## src/rtl/uart_fe_pkg.sv

```systemverilog
package uart_fe_pkg;
    localparam int DIV_LO_W = 16;
    localparam int DIV_HI_W = 5;
    localparam int DIV_W    = DIV_LO_W + DIV_HI_W;
    localparam int DATA_W   = 8;
    localparam int STAT_W   = 8;
    localparam int LCR_W    = 6;
    localparam int IDX_W    = $clog2(DATA_W);

    // status byte bit positions
    localparam int ST_BRK = 7;
    localparam int ST_OVR = 4;
    localparam int ST_FRM = 3;
    localparam int ST_PAR = 2;

    typedef struct packed {
        logic       two_stop;
        logic [1:0] len;
        logic       par_en;
        logic       par_odd;
    } frame_cfg_t;

    typedef enum logic [2:0] {
        PH_IDLE,
        PH_START,
        PH_DATA,
        PH_PAR,
        PH_STOP,
        PH_HOLD
    } phase_t;

    function automatic frame_cfg_t decode_lcr(input logic [LCR_W-1:0] lcr);
        frame_cfg_t c;
        c.two_stop = (lcr[5:4] == 2'b11);
        c.len      = lcr[3:2];
        c.par_en   = lcr[1];
        c.par_odd  = lcr[0];
        return c;
    endfunction

    // index of the final data bit: 4..7 for 5..8 bits
    function automatic logic [IDX_W-1:0] last_idx(input logic [1:0] len);
        return IDX_W'(4) + IDX_W'(len);
    endfunction

    function automatic logic [DATA_W-1:0] len_mask(input logic [1:0] len);
        logic [DATA_W-1:0] m;
        m = '0;
        for (int i = 0; i < DATA_W; i++) begin
            if (i <= int'(last_idx(len))) m[i] = 1'b1;
        end
        return m;
    endfunction

    function automatic logic parity_bit(input logic [DATA_W-1:0] d, input frame_cfg_t c);
        return (^(d & len_mask(c.len))) ^ c.par_odd;
    endfunction

    function automatic logic [DIV_W-1:0] eff_div(input logic [DIV_W-1:0] d);
        return (d < DIV_W'(2)) ? DIV_W'(2) : d;
    endfunction
endpackage

```

## src/rtl/uart_fe_sync.sv

```systemverilog
module uart_fe_sync #(
    parameter int   STAGES  = 2,
    parameter logic RST_VAL = 1'b1
) (
    input  logic clk,
    input  logic rst,
    input  logic d,
    output logic q
);
    logic [STAGES-1:0] sr;

    generate
        if (STAGES == 1) begin : g_one
            always_ff @(posedge clk) begin
                if (rst) sr <= {STAGES{RST_VAL}};
                else     sr <= d;
            end
        end else begin : g_chain
            always_ff @(posedge clk) begin
                if (rst) sr <= {STAGES{RST_VAL}};
                else     sr <= {sr[STAGES-2:0], d};
            end
        end
    endgenerate

    assign q = sr[STAGES-1];
endmodule

```

## src/rtl/uart_fe_tx.sv

```systemverilog
module uart_fe_tx
    import uart_fe_pkg::*;
(
    input  logic              clk,
    input  logic              rst,
    input  logic [DIV_W-1:0]  div,
    input  frame_cfg_t        cfg_in,
    input  logic              fifo_empty,
    input  logic [DATA_W-1:0] fifo_data,
    output logic              fifo_pop,
    output logic              txd,
    output logic              busy
);
    localparam logic [DIV_W-1:0] ONE = DIV_W'(1);

    phase_t            ph;
    frame_cfg_t        cfg_q;
    logic [DIV_W-1:0]  cnt;
    logic [DIV_W-1:0]  div_q;
    logic [DATA_W-1:0] shreg;
    logic [IDX_W-1:0]  idx;
    logic              stop_left;
    logic              bit_end;

    assign bit_end  = (cnt == '0);
    assign fifo_pop = (ph == PH_IDLE) && !fifo_empty;
    assign busy     = (ph != PH_IDLE);

    always_ff @(posedge clk) begin
        if (rst) begin
            ph        <= PH_IDLE;
            txd       <= 1'b1;
            cnt       <= '0;
            div_q     <= DIV_W'(2);
            shreg     <= '0;
            idx       <= '0;
            cfg_q     <= '0;
            stop_left <= 1'b0;
        end else begin
            case (ph)
                PH_IDLE: begin
                    if (!fifo_empty) begin
                        div_q <= eff_div(div);
                        cnt   <= eff_div(div) - ONE;
                        cfg_q <= cfg_in;
                        shreg <= fifo_data;
                        idx   <= '0;
                        txd   <= 1'b0;
                        ph    <= PH_START;
                    end
                end
                PH_START: begin
                    if (bit_end) begin
                        cnt <= div_q - ONE;
                        txd <= shreg[0];
                        idx <= '0;
                        ph  <= PH_DATA;
                    end else begin
                        cnt <= cnt - ONE;
                    end
                end
                PH_DATA: begin
                    if (bit_end) begin
                        cnt <= div_q - ONE;
                        if (idx == last_idx(cfg_q.len)) begin
                            stop_left <= cfg_q.two_stop;
                            if (cfg_q.par_en) begin
                                txd <= parity_bit(shreg, cfg_q);
                                ph  <= PH_PAR;
                            end else begin
                                txd <= 1'b1;
                                ph  <= PH_STOP;
                            end
                        end else begin
                            idx <= idx + IDX_W'(1);
                            txd <= shreg[idx + IDX_W'(1)];
                        end
                    end else begin
                        cnt <= cnt - ONE;
                    end
                end
                PH_PAR: begin
                    if (bit_end) begin
                        cnt <= div_q - ONE;
                        txd <= 1'b1;
                        ph  <= PH_STOP;
                    end else begin
                        cnt <= cnt - ONE;
                    end
                end
                PH_STOP: begin
                    if (bit_end) begin
                        if (stop_left) begin
                            stop_left <= 1'b0;
                            cnt       <= div_q - ONE;
                        end else begin
                            ph <= PH_IDLE;
                        end
                    end else begin
                        cnt <= cnt - ONE;
                    end
                end
                default: ph <= PH_IDLE;
            endcase
        end
    end

    p_pop_single_r6: assert property (@(posedge clk) disable iff (rst)
        fifo_pop |=> !fifo_pop);
    p_start_after_pop_r2: assert property (@(posedge clk) disable iff (rst)
        fifo_pop |=> !txd);
    p_idle_line_high_r1: assert property (@(posedge clk) disable iff (rst)
        !busy |-> txd);
    p_stop_high_r4: assert property (@(posedge clk) disable iff (rst)
        (ph == PH_STOP) |-> txd);
endmodule

```

## src/rtl/uart_fe_rx.sv

```systemverilog
module uart_fe_rx
    import uart_fe_pkg::*;
(
    input  logic              clk,
    input  logic              rst,
    input  logic [DIV_W-1:0]  div,
    input  frame_cfg_t        cfg_in,
    input  logic              rxd,
    input  logic              fifo_full,
    output logic              push,
    output logic [DATA_W-1:0] push_data,
    output logic [STAT_W-1:0] push_status
);
    localparam logic [DIV_W-1:0] ONE = DIV_W'(1);

    phase_t            ph;
    frame_cfg_t        cfg_q;
    logic [DIV_W-1:0]  cnt;
    logic [DIV_W-1:0]  div_q;
    logic [DATA_W-1:0] data;
    logic [IDX_W-1:0]  idx;
    logic              par_s;
    logic              stop_left;
    logic              frm_err;
    logic              ovr_pend;
    logic              bit_end;
    logic              final_smp;
    logic              fe, pe, brk;

    assign bit_end   = (cnt == '0);
    assign final_smp = (ph == PH_STOP) && bit_end && !stop_left;

    always_comb begin
        fe  = frm_err || !rxd;
        pe  = cfg_q.par_en && (par_s != parity_bit(data, cfg_q));
        brk = (data == '0) && (!cfg_q.par_en || !par_s) && !rxd
              && (!cfg_q.two_stop || frm_err);
        push        = final_smp && !fifo_full;
        push_data   = data;
        push_status = '0;
        push_status[ST_BRK] = brk;
        push_status[ST_OVR] = ovr_pend;
        push_status[ST_FRM] = fe && !brk;
        push_status[ST_PAR] = pe && !brk;
    end

    always_ff @(posedge clk) begin
        if (rst) begin
            ph        <= PH_IDLE;
            cfg_q     <= '0;
            cnt       <= '0;
            div_q     <= DIV_W'(2);
            data      <= '0;
            idx       <= '0;
            par_s     <= 1'b0;
            stop_left <= 1'b0;
            frm_err   <= 1'b0;
            ovr_pend  <= 1'b0;
        end else begin
            case (ph)
                PH_IDLE: begin
                    if (!rxd) begin
                        div_q   <= eff_div(div);
                        cnt     <= (eff_div(div) >> 1) - ONE;
                        cfg_q   <= cfg_in;
                        frm_err <= 1'b0;
                        ph      <= PH_START;
                    end
                end
                PH_START: begin
                    if (bit_end) begin
                        if (!rxd) begin
                            cnt  <= div_q - ONE;
                            idx  <= '0;
                            data <= '0;
                            ph   <= PH_DATA;
                        end else begin
                            ph <= PH_IDLE;
                        end
                    end else begin
                        cnt <= cnt - ONE;
                    end
                end
                PH_DATA: begin
                    if (bit_end) begin
                        data[idx] <= rxd;
                        cnt       <= div_q - ONE;
                        if (idx == last_idx(cfg_q.len)) begin
                            stop_left <= cfg_q.two_stop;
                            ph        <= cfg_q.par_en ? PH_PAR : PH_STOP;
                        end else begin
                            idx <= idx + IDX_W'(1);
                        end
                    end else begin
                        cnt <= cnt - ONE;
                    end
                end
                PH_PAR: begin
                    if (bit_end) begin
                        par_s <= rxd;
                        cnt   <= div_q - ONE;
                        ph    <= PH_STOP;
                    end else begin
                        cnt <= cnt - ONE;
                    end
                end
                PH_STOP: begin
                    if (bit_end) begin
                        if (stop_left) begin
                            stop_left <= 1'b0;
                            cnt       <= div_q - ONE;
                            if (!rxd) frm_err <= 1'b1;
                        end else begin
                            ovr_pend <= fifo_full;
                            ph       <= rxd ? PH_IDLE : PH_HOLD;
                        end
                    end else begin
                        cnt <= cnt - ONE;
                    end
                end
                PH_HOLD: begin
                    if (rxd) ph <= PH_IDLE;
                end
                default: ph <= PH_IDLE;
            endcase
        end
    end

    p_push_single_r9: assert property (@(posedge clk) disable iff (rst)
        push |=> !push);
    p_break_masks_r11: assert property (@(posedge clk) disable iff (rst)
        (push && push_status[ST_BRK]) |->
            (!push_status[ST_FRM] && !push_status[ST_PAR] && push_data == '0));
    p_glitch_rejected_r8: assert property (@(posedge clk) disable iff (rst)
        (ph == PH_START && bit_end && rxd) |=> (ph == PH_IDLE));
    p_hold_low_r11: assert property (@(posedge clk) disable iff (rst)
        (ph == PH_HOLD && !rxd) |=> (ph == PH_HOLD));
endmodule

```

## src/rtl/uart_frame_engine.sv

```systemverilog
module uart_frame_engine
    import uart_fe_pkg::*;
#(
    parameter int SYNC_STAGES = 2
) (
    input  logic                clk,
    input  logic                rst,
    input  logic [DIV_LO_W-1:0] baud_div_lo,
    input  logic [DIV_HI_W-1:0] baud_div_hi,
    input  logic [LCR_W-1:0]    line_ctrl,
    input  logic                loop_en,
    input  logic                tx_fifo_empty,
    input  logic [DATA_W-1:0]   tx_fifo_data,
    output logic                tx_fifo_pop,
    input  logic                rx_fifo_full,
    output logic                rx_fifo_push,
    output logic [DATA_W-1:0]   rx_fifo_data,
    output logic [STAT_W-1:0]   rx_fifo_status,
    output logic                tx_done,
    input  logic                serial_in,
    output logic                serial_out
);
    logic [DIV_W-1:0] div;
    frame_cfg_t       cfg;
    logic             tx_busy;
    logic             rx_raw;
    logic             rx_line;

    assign div     = {baud_div_hi, baud_div_lo};
    assign cfg     = decode_lcr(line_ctrl);
    assign rx_raw  = loop_en ? serial_out : serial_in;
    assign tx_done = !tx_busy && tx_fifo_empty;

    uart_fe_tx u_tx (
        .clk        (clk),
        .rst        (rst),
        .div        (div),
        .cfg_in     (cfg),
        .fifo_empty (tx_fifo_empty),
        .fifo_data  (tx_fifo_data),
        .fifo_pop   (tx_fifo_pop),
        .txd        (serial_out),
        .busy       (tx_busy)
    );

    uart_fe_sync #(.STAGES(SYNC_STAGES), .RST_VAL(1'b1)) u_sync (
        .clk (clk),
        .rst (rst),
        .d   (rx_raw),
        .q   (rx_line)
    );

    uart_fe_rx u_rx (
        .clk         (clk),
        .rst         (rst),
        .div         (div),
        .cfg_in      (cfg),
        .rxd         (rx_line),
        .fifo_full   (rx_fifo_full),
        .push        (rx_fifo_push),
        .push_data   (rx_fifo_data),
        .push_status (rx_fifo_status)
    );

    p_done_idle_r7: assert property (@(posedge clk) disable iff (rst)
        tx_done |-> serial_out);
endmodule

```

## config.mk

```make
export PLATFORM = sky130hd
export DESIGN_NAME = uart_frame_engine
export DESIGN_NICKNAME = d
export VERILOG_FILES = /design/src/rtl/uart_fe_pkg.sv /design/src/rtl/uart_fe_sync.sv /design/src/rtl/uart_fe_tx.sv /design/src/rtl/uart_fe_rx.sv /design/src/rtl/uart_frame_engine.sv
export SDC_FILE = /design/constraint.sdc
export NUM_CORES = 1
export LEC_CHECK = 0
export BUFFER_PORTS_ARGS = -buffer_cell sky130_fd_sc_hd__clkbuf_2
export CAP_MARGIN = 20
export CORE_MARGIN = 2
export CORE_UTILIZATION = 50
export DETAILED_ROUTE_END_ITERATION = 16
export GPL_TIMING_DRIVEN = 0
export PLACE_DENSITY = 0.69
export SETUP_SLACK_MARGIN = 0.3
export SLEW_MARGIN = 30
export SYNTH_ARGS = -nofsm -noshare
export SYNTH_HDL_FRONTEND = slang
export SYNTH_HIERARCHICAL = 1
export SYNTH_SLANG_ARGS = --single-unit
```

## constraint.sdc

```tcl
create_clock -name clk -period 4.96 [get_ports clk]
set_clock_uncertainty 0.15 [all_clocks]
set_input_delay 0.992 -clock clk [delete_from_list [all_inputs] [get_ports clk]]
set_output_delay 0.992 -clock clk [all_outputs]
set_load 0.03 [all_outputs]
```

# == Word level (Yosys, flattened, before mapping) ==
# Cells that the tools add are included.
# word_totals
word_cells,281
inputBits,41
regBits,130
# classes
n_addsub,10
eq_ne,36
n_reduce_logical,57
n_mux,128
bitwise_logic,7
order_cmp,18
# ops
op,count
$mux W21,11
$sub A21 B1 Y21 const B,5
$pmux W21 S4,1
$mux W3,26
$mux W1,73
$pmux W21 S3,1
$logic_not A21 Y1,2
$le A3 B3 Y1 const A,8
$mux W8,3
$ne A2 B1 Y1 const B,11
$lt A21 B2 Y1 const B,1
$sub A20 B1 Y21 const B,1
$reduce_and A5 Y1,4
$ne A2 B2 Y1 const B,9
$pmux W3 S6,1
$and A8 B8 Y8,2
$pmux W8 S2,1
$reduce_and A4 Y1,4
$reduce_xor A8 Y1,2
$pmux W3 S5,1
$eq A3 B2 Y1 const B,4
$le A2 B3 Y1 const A,4
$logic_and A1 B1 Y1,12
$eq A3 B3 Y1 const B,3
34 further kinds,66

# == Longest topological paths before layout ==
# logic_depth
depth_word,15
mapped_depth,13
mapped_depth_nobuf,11

# == Cells and area by module ==
# The synthesis kept the hierarchy.
# by_module_without_submodules
module,cells_each,seq_area_each_um2,instances,area_each_um2
uart_fe_rx,532,1301.2,1,3903.7
uart_fe_tx,486,1261.2,1,3666.0
uart_fe_sync,4,40.0,1,52.6
uart_frame_engine,3,0.0,1,27.5

# == Worst setup path before layout ==
# No wires, ideal clock.
# synth_timing
kind,input to register
start,input port baud_div_lo[13]
end,register u_tx.cnt[20]
setup_ns,0.079
cell_stages,11
required_time_ns,4.731
path_slack_ns,1.343
t_arrival_ns,3.387
n_path_buf,1
cell_sequence,nor4_1 -> nand4_1 -> or3_1 -> nand3_1 -> ha_1 -> nand3_2 -> or4_1 -> buf_2 -> nor4_2 -> xnor2_1 -> a211oi_2
# synth_between
elab_chain_len,5
# synth_rtl
element,line_no,text
"start, declared",uart_frame_engine.sv:8,"input logic [DIV_LO_W-1:0] baud_div_lo,"
$lt A21 B2 Y1,uart_fe_pkg.sv:60,return (d < DIV_W'(2)) ? DIV_W'(2) : d;
$mux W21 (*),uart_fe_pkg.sv:60,
$sub A21 B1 Y21 (*),uart_fe_tx.sv:44,cnt <= eff_div(div) - ONE;
$mux W21 (*),uart_fe_tx.sv:42,if (!fifo_empty) begin
$pmux W21 S3 (*),uart_fe_tx.sv:40,case (ph)
"end signal, assigned",uart_fe_tx.sv:44,
"end signal, assigned",uart_fe_tx.sv:54,cnt <= div_q - ONE;
"end signal, assigned",uart_fe_tx.sv:59,cnt <= cnt - ONE;
"end, declared",uart_fe_tx.sv:18,logic [DIV_W-1:0] cnt;
# Every way passes the cells marked *; elsewhere a longest branch is shown, timed or not. The select of a mux whose other input is x is not followed.
# A chain may end at the register's enable or synchronous reset.

# == Final worst setup path ==
# layout_timing
start,register u_rx.cnt[11]
end,output port rx_fifo_push
# layout_between
elab_chain_len,4
# layout_rtl
element,line_no,text
"start, declared",uart_fe_rx.sv:18,logic [DIV_W-1:0] cnt;
"start signal, assigned",uart_fe_rx.sv:64,cnt <= (eff_div(div) >> 1) - ONE;
"start signal, assigned",uart_fe_rx.sv:73,cnt <= div_q - ONE;
"start signal, assigned",uart_fe_rx.sv:81,cnt <= cnt - ONE;
$logic_not A21 Y1,uart_fe_rx.sv:30,assign bit_end = (cnt == '0);
$logic_and A1 B1 Y1 (2 in series),uart_fe_rx.sv:31,assign final_smp = (ph == PH_STOP) && bit_end && !stop_left;
$logic_and A1 B1 Y1,uart_fe_rx.sv:38,push = final_smp && !fifo_full;
"end, declared",uart_frame_engine.sv:16,"output logic rx_fifo_push,"
# No other way between the ends.

==> results.sh <==
export IMPL_regArea_mm2=0.002603
export IMPL_io_pins=61
export IMPL_clock_latency_ns=0.42
export IMPL_cts_setup_buffers=0
export IMPL_dr_pass1_iters=5
export IMPL_pwr_share_seq_pct=38.8
export IMPL_setup_violations_final=0
export IMPL_syn_to_final_growth_pct=14.67
export IMPL_place_ws_ns=0.7745
export IMPL_p_leak_nw=3.075
export IMPL_cts_max_path_buffers=2
export IMPL_wirelength_mm=25.08
export IMPL_vias_per_cell=6.212
export IMPL_final_common_cell="nand2_1"
export IMPL_finalNetCount=1150
export IMPL_fmax_mhz=240.2
export IMPL_setup_ws_ns=0.7965
export IMPL_cts_resized=0
export IMPL_die_w_um=127.7
export IMPL_grt_pass1_wl_mm=39.68
export IMPL_synth_area_mm2=0.007650
export IMPL_vias=8101
export IMPL_p_sw_mw=1.039
export IMPL_cts_sinks=130
export IMPL_final_cells=1304
export IMPL_required_ns=3.82
export IMPL_synthDistinctLibCells=77
export IMPL_synth_area_top_cells="dfxtp_1 (34%), nand2_1 (8.5%), a21oi_1 (7.7%)"
export IMPL_r2r_cells=12
export IMPL_synthArstFlopShare_pct=0
export IMPL_period_needed_ns=4.163
export IMPL_cts_tree="built"
export IMPL_worst_pin_slew_ns=0.9327
export IMPL_clk_pin_slew_ns=0.06
export IMPL_antenna_found_initial=0
export IMPL_die_h_um=127.7
export IMPL_grt_max_degree=17
export IMPL_avgSynthCellArea_um2=7.463
export IMPL_fillers=1465
export IMPL_ys_ff_latch=130
export IMPL_vdd_drop_max_mv=0.2655
export IMPL_yosysTopAreaCell="dfxtp_1"
export IMPL_synth_edf_count=0
export IMPL_antenna_cells=0
export IMPL_drv_cap=0
export IMPL_multi_input_area_mm2=0.004710
export IMPL_synth_top_area_share_pct=34.02
export IMPL_synth_area_mux_share_pct=2.372
export IMPL_grt_pass1_vias=7380
export IMPL_port_buffers=56
export IMPL_yosys_warnings=6
export IMPL_critPathMaxFanout=10
export IMPL_synth_compound_area_share_pct=24.42
export IMPL_ctsHtreeMaxLevel=4
export IMPL_cp_end_kind="output pin"
export IMPL_hold_viol_final=0
export IMPL_cts_root_buffer="clkbuf_16"
export IMPL_cts_inserted_buffers=17
export IMPL_slew_headroom_pct=37.59
export IMPL_synth_top_family_by_area="simple AND/OR/NAND/NOR gates"
export IMPL_grt_ovfl_total=0
export IMPL_die_area_mm2=0.01630
export IMPL_total_power_mw=3.087
export IMPL_drive_gt1_share_pct=12.10
export IMPL_ant_nets=0
export IMPL_internal_power_mw=2.048
export IMPL_synthXorXnorAreaFrac_pct=5.267
export IMPL_finalSetupTns_ns=0
export IMPL_power_density_mw_per_mm2=351.9
export IMPL_coreArea_mm2=0.01509
export IMPL_yosys_area_share_adder_pct=0.9814
export IMPL_critPathArrivalTime_ns=3.02
export IMPL_gp_congestion=0.9659
export IMPL_hold_depth=1
export IMPL_placed_cells=1272
export IMPL_syn_instance_count=1025
export IMPL_switching_share_pct=33.66
export IMPL_outcome="complete, no violations"
export IMPL_hold_path_class="reg2reg"
export IMPL_synth_yosys_seq_area_share_pct=34.02
export IMPL_combPwrFrac_pct=21.1
export IMPL_layout_common_cells="nand2_1 (174), dfxtp_1 (130), a21oi_1 (117)"
export IMPL_post_route_period_util_pct=83.94
export IMPL_initial_core_util_pct=50.70
export IMPL_grt_setup_unrepaired="false"
export IMPL_crit_type="reg2out"
export IMPL_grtUsageTotal_pct=31.15
export IMPL_crit_path_start_kind="flop"
export IMPL_clkPwrFrac_pct=40.1
export IMPL_wire_per_inst_um=19.23
export IMPL_drtIter0Drc=927
export IMPL_synth_simple_gate_area_share_pct=28.13
export IMPL_dp_hpwl_mm=18.30
export IMPL_drc=0
export IMPL_postCtsHoldBufs=0
export IMPL_drv_slew=0
export IMPL_synth_main_ff_cell="dfxtp_1"
export IMPL_row_count=45
==> sequential cells by signal, indices dropped and copies added, names as in the netlist <==
register and cells:
u_rx/cfg_q 5, u_rx/cnt 21, u_rx/div_q 21, u_rx/frm_err 1
u_rx/idx 3, u_rx/ovr_pend 1, u_rx/par_s 1, u_rx/ph 3
u_rx/push_data 8, u_rx/stop_left 1, u_sync/sr 2, u_tx/cfg_q 5
u_tx/cnt 21, u_tx/div_q 21, u_tx/idx 3, u_tx/ph 3
u_tx/shreg 8, u_tx/stop_left 1, u_tx/txd 1
==> area by class of cell <==
cell class / instances / area share [%]
buffer: 71 / 3.509
clock buffer: 18 / 5.006
clock inverter: 14 / 1.612
inverter: 15 / 0.6418
multi-input combinational: 812 / 53.69
sequential: 130 / 29.67
tap: 188 / 2.682
timing repair buffer: 56 / 3.195
==> worst max-delay path, stage by stage, from the launching register on <==
cell and delay (ns):
dfxtp_1 0.36, nor4_2 0.54, and2_1 0.27, clkbuf_1 0.46
nand2_1 0.38, nor4_1 0.33, clkbuf_2 0.26
==> per-layer routing <==
metal	vias up	GRT usage [%]	wire length, µm
met5	-	0	0
met4	0	13.38	877
met3	75	5.927	2231
met2	444	47.44	11190
met1	3721	43.23	10770
li1	3861	-	-
==> synth_stat cells, types with 4 or more instances <==
cell type and instances:
or3_1 12, a21oi_1 117, nand4_1 8, buf_2 6, nor4_1 26, mux2i_1 11, o21ai_1 29, nor3_1 30
nor3b_1 6, ha_1 6, o21ai_0 31, nor2_1 104, o2111ai_1 4, and2_1 5, a31oi_1 14, nor2b_1 6
nand2b_1 10, clkbuf_1 54, nand3b_1 4, a211oi_1 32, xnor2_1 33, nand2_1 174, nand3_1 17, dfxtp_1 130
a311o_1 4, nor4_2 4, a22oi_1 4, o211ai_1 8, a311oi_1 15, o311ai_1 4, o31ai_1 9, inv_1 13
xor2_1 13, buf_4 7, or2_2 7, or4_1 5
==> metrics by stage <==
step	area [µm²]	utilization, %	hold slack, ns
floorplan	7661	-	0.2332
global placement	8177	54.19	0.2355
detailed placement	8192	54.29	0.2403
CTS	8772	58.13	0.2775
global route	8772	58.13	0.2850
finish	8772	58.13	0.2720
==> cell families (layout without fill, tap and decap cells) <==
group / after synthesis / in the layout
simple gates: 443 / 443
compound gates: 298 / 298
flops: 130 / 130
buf+inv: 86 / 174
xor+xnor: 46 / 46
mux: 15 / 15
fa+ha+maj: 6 / 6
other cells: 1 / 4
==> power by group through the flow <==
stage | Combinational [mW] | Clock, mW | Sequential [mW]
floorplan | 0.446 | 0 | 1.19
global placement | 0.628 | 0 | 1.22
detailed placement | 0.632 | 0 | 1.22
CTS | 0.635 | 1.26 | 1.19
global route | 0.710 | 1.30 | 1.20
finish | 0.651 | 1.24 | 1.20
==> path summary, 6_finish.rpt <==
path	start	endpoint	slack [ns]
max	u_rx/cnt[11]$_SDFFE_PP0P_	rx_fifo_push	0.80
min	u_sync/sr[0]$_SDFF_PP1_	u_sync/sr[1]$_SDFF_PP1_	0.27
max reg2reg	u_rx/ph[0]$_SDFFE_PP0P_	u_rx/cnt[12]$_SDFFE_PP0P_	1.34
min reg2reg	u_sync/sr[0]$_SDFF_PP1_	u_sync/sr[1]$_SDFF_PP1_	0.27
Power figures use the tool's default switching activity.
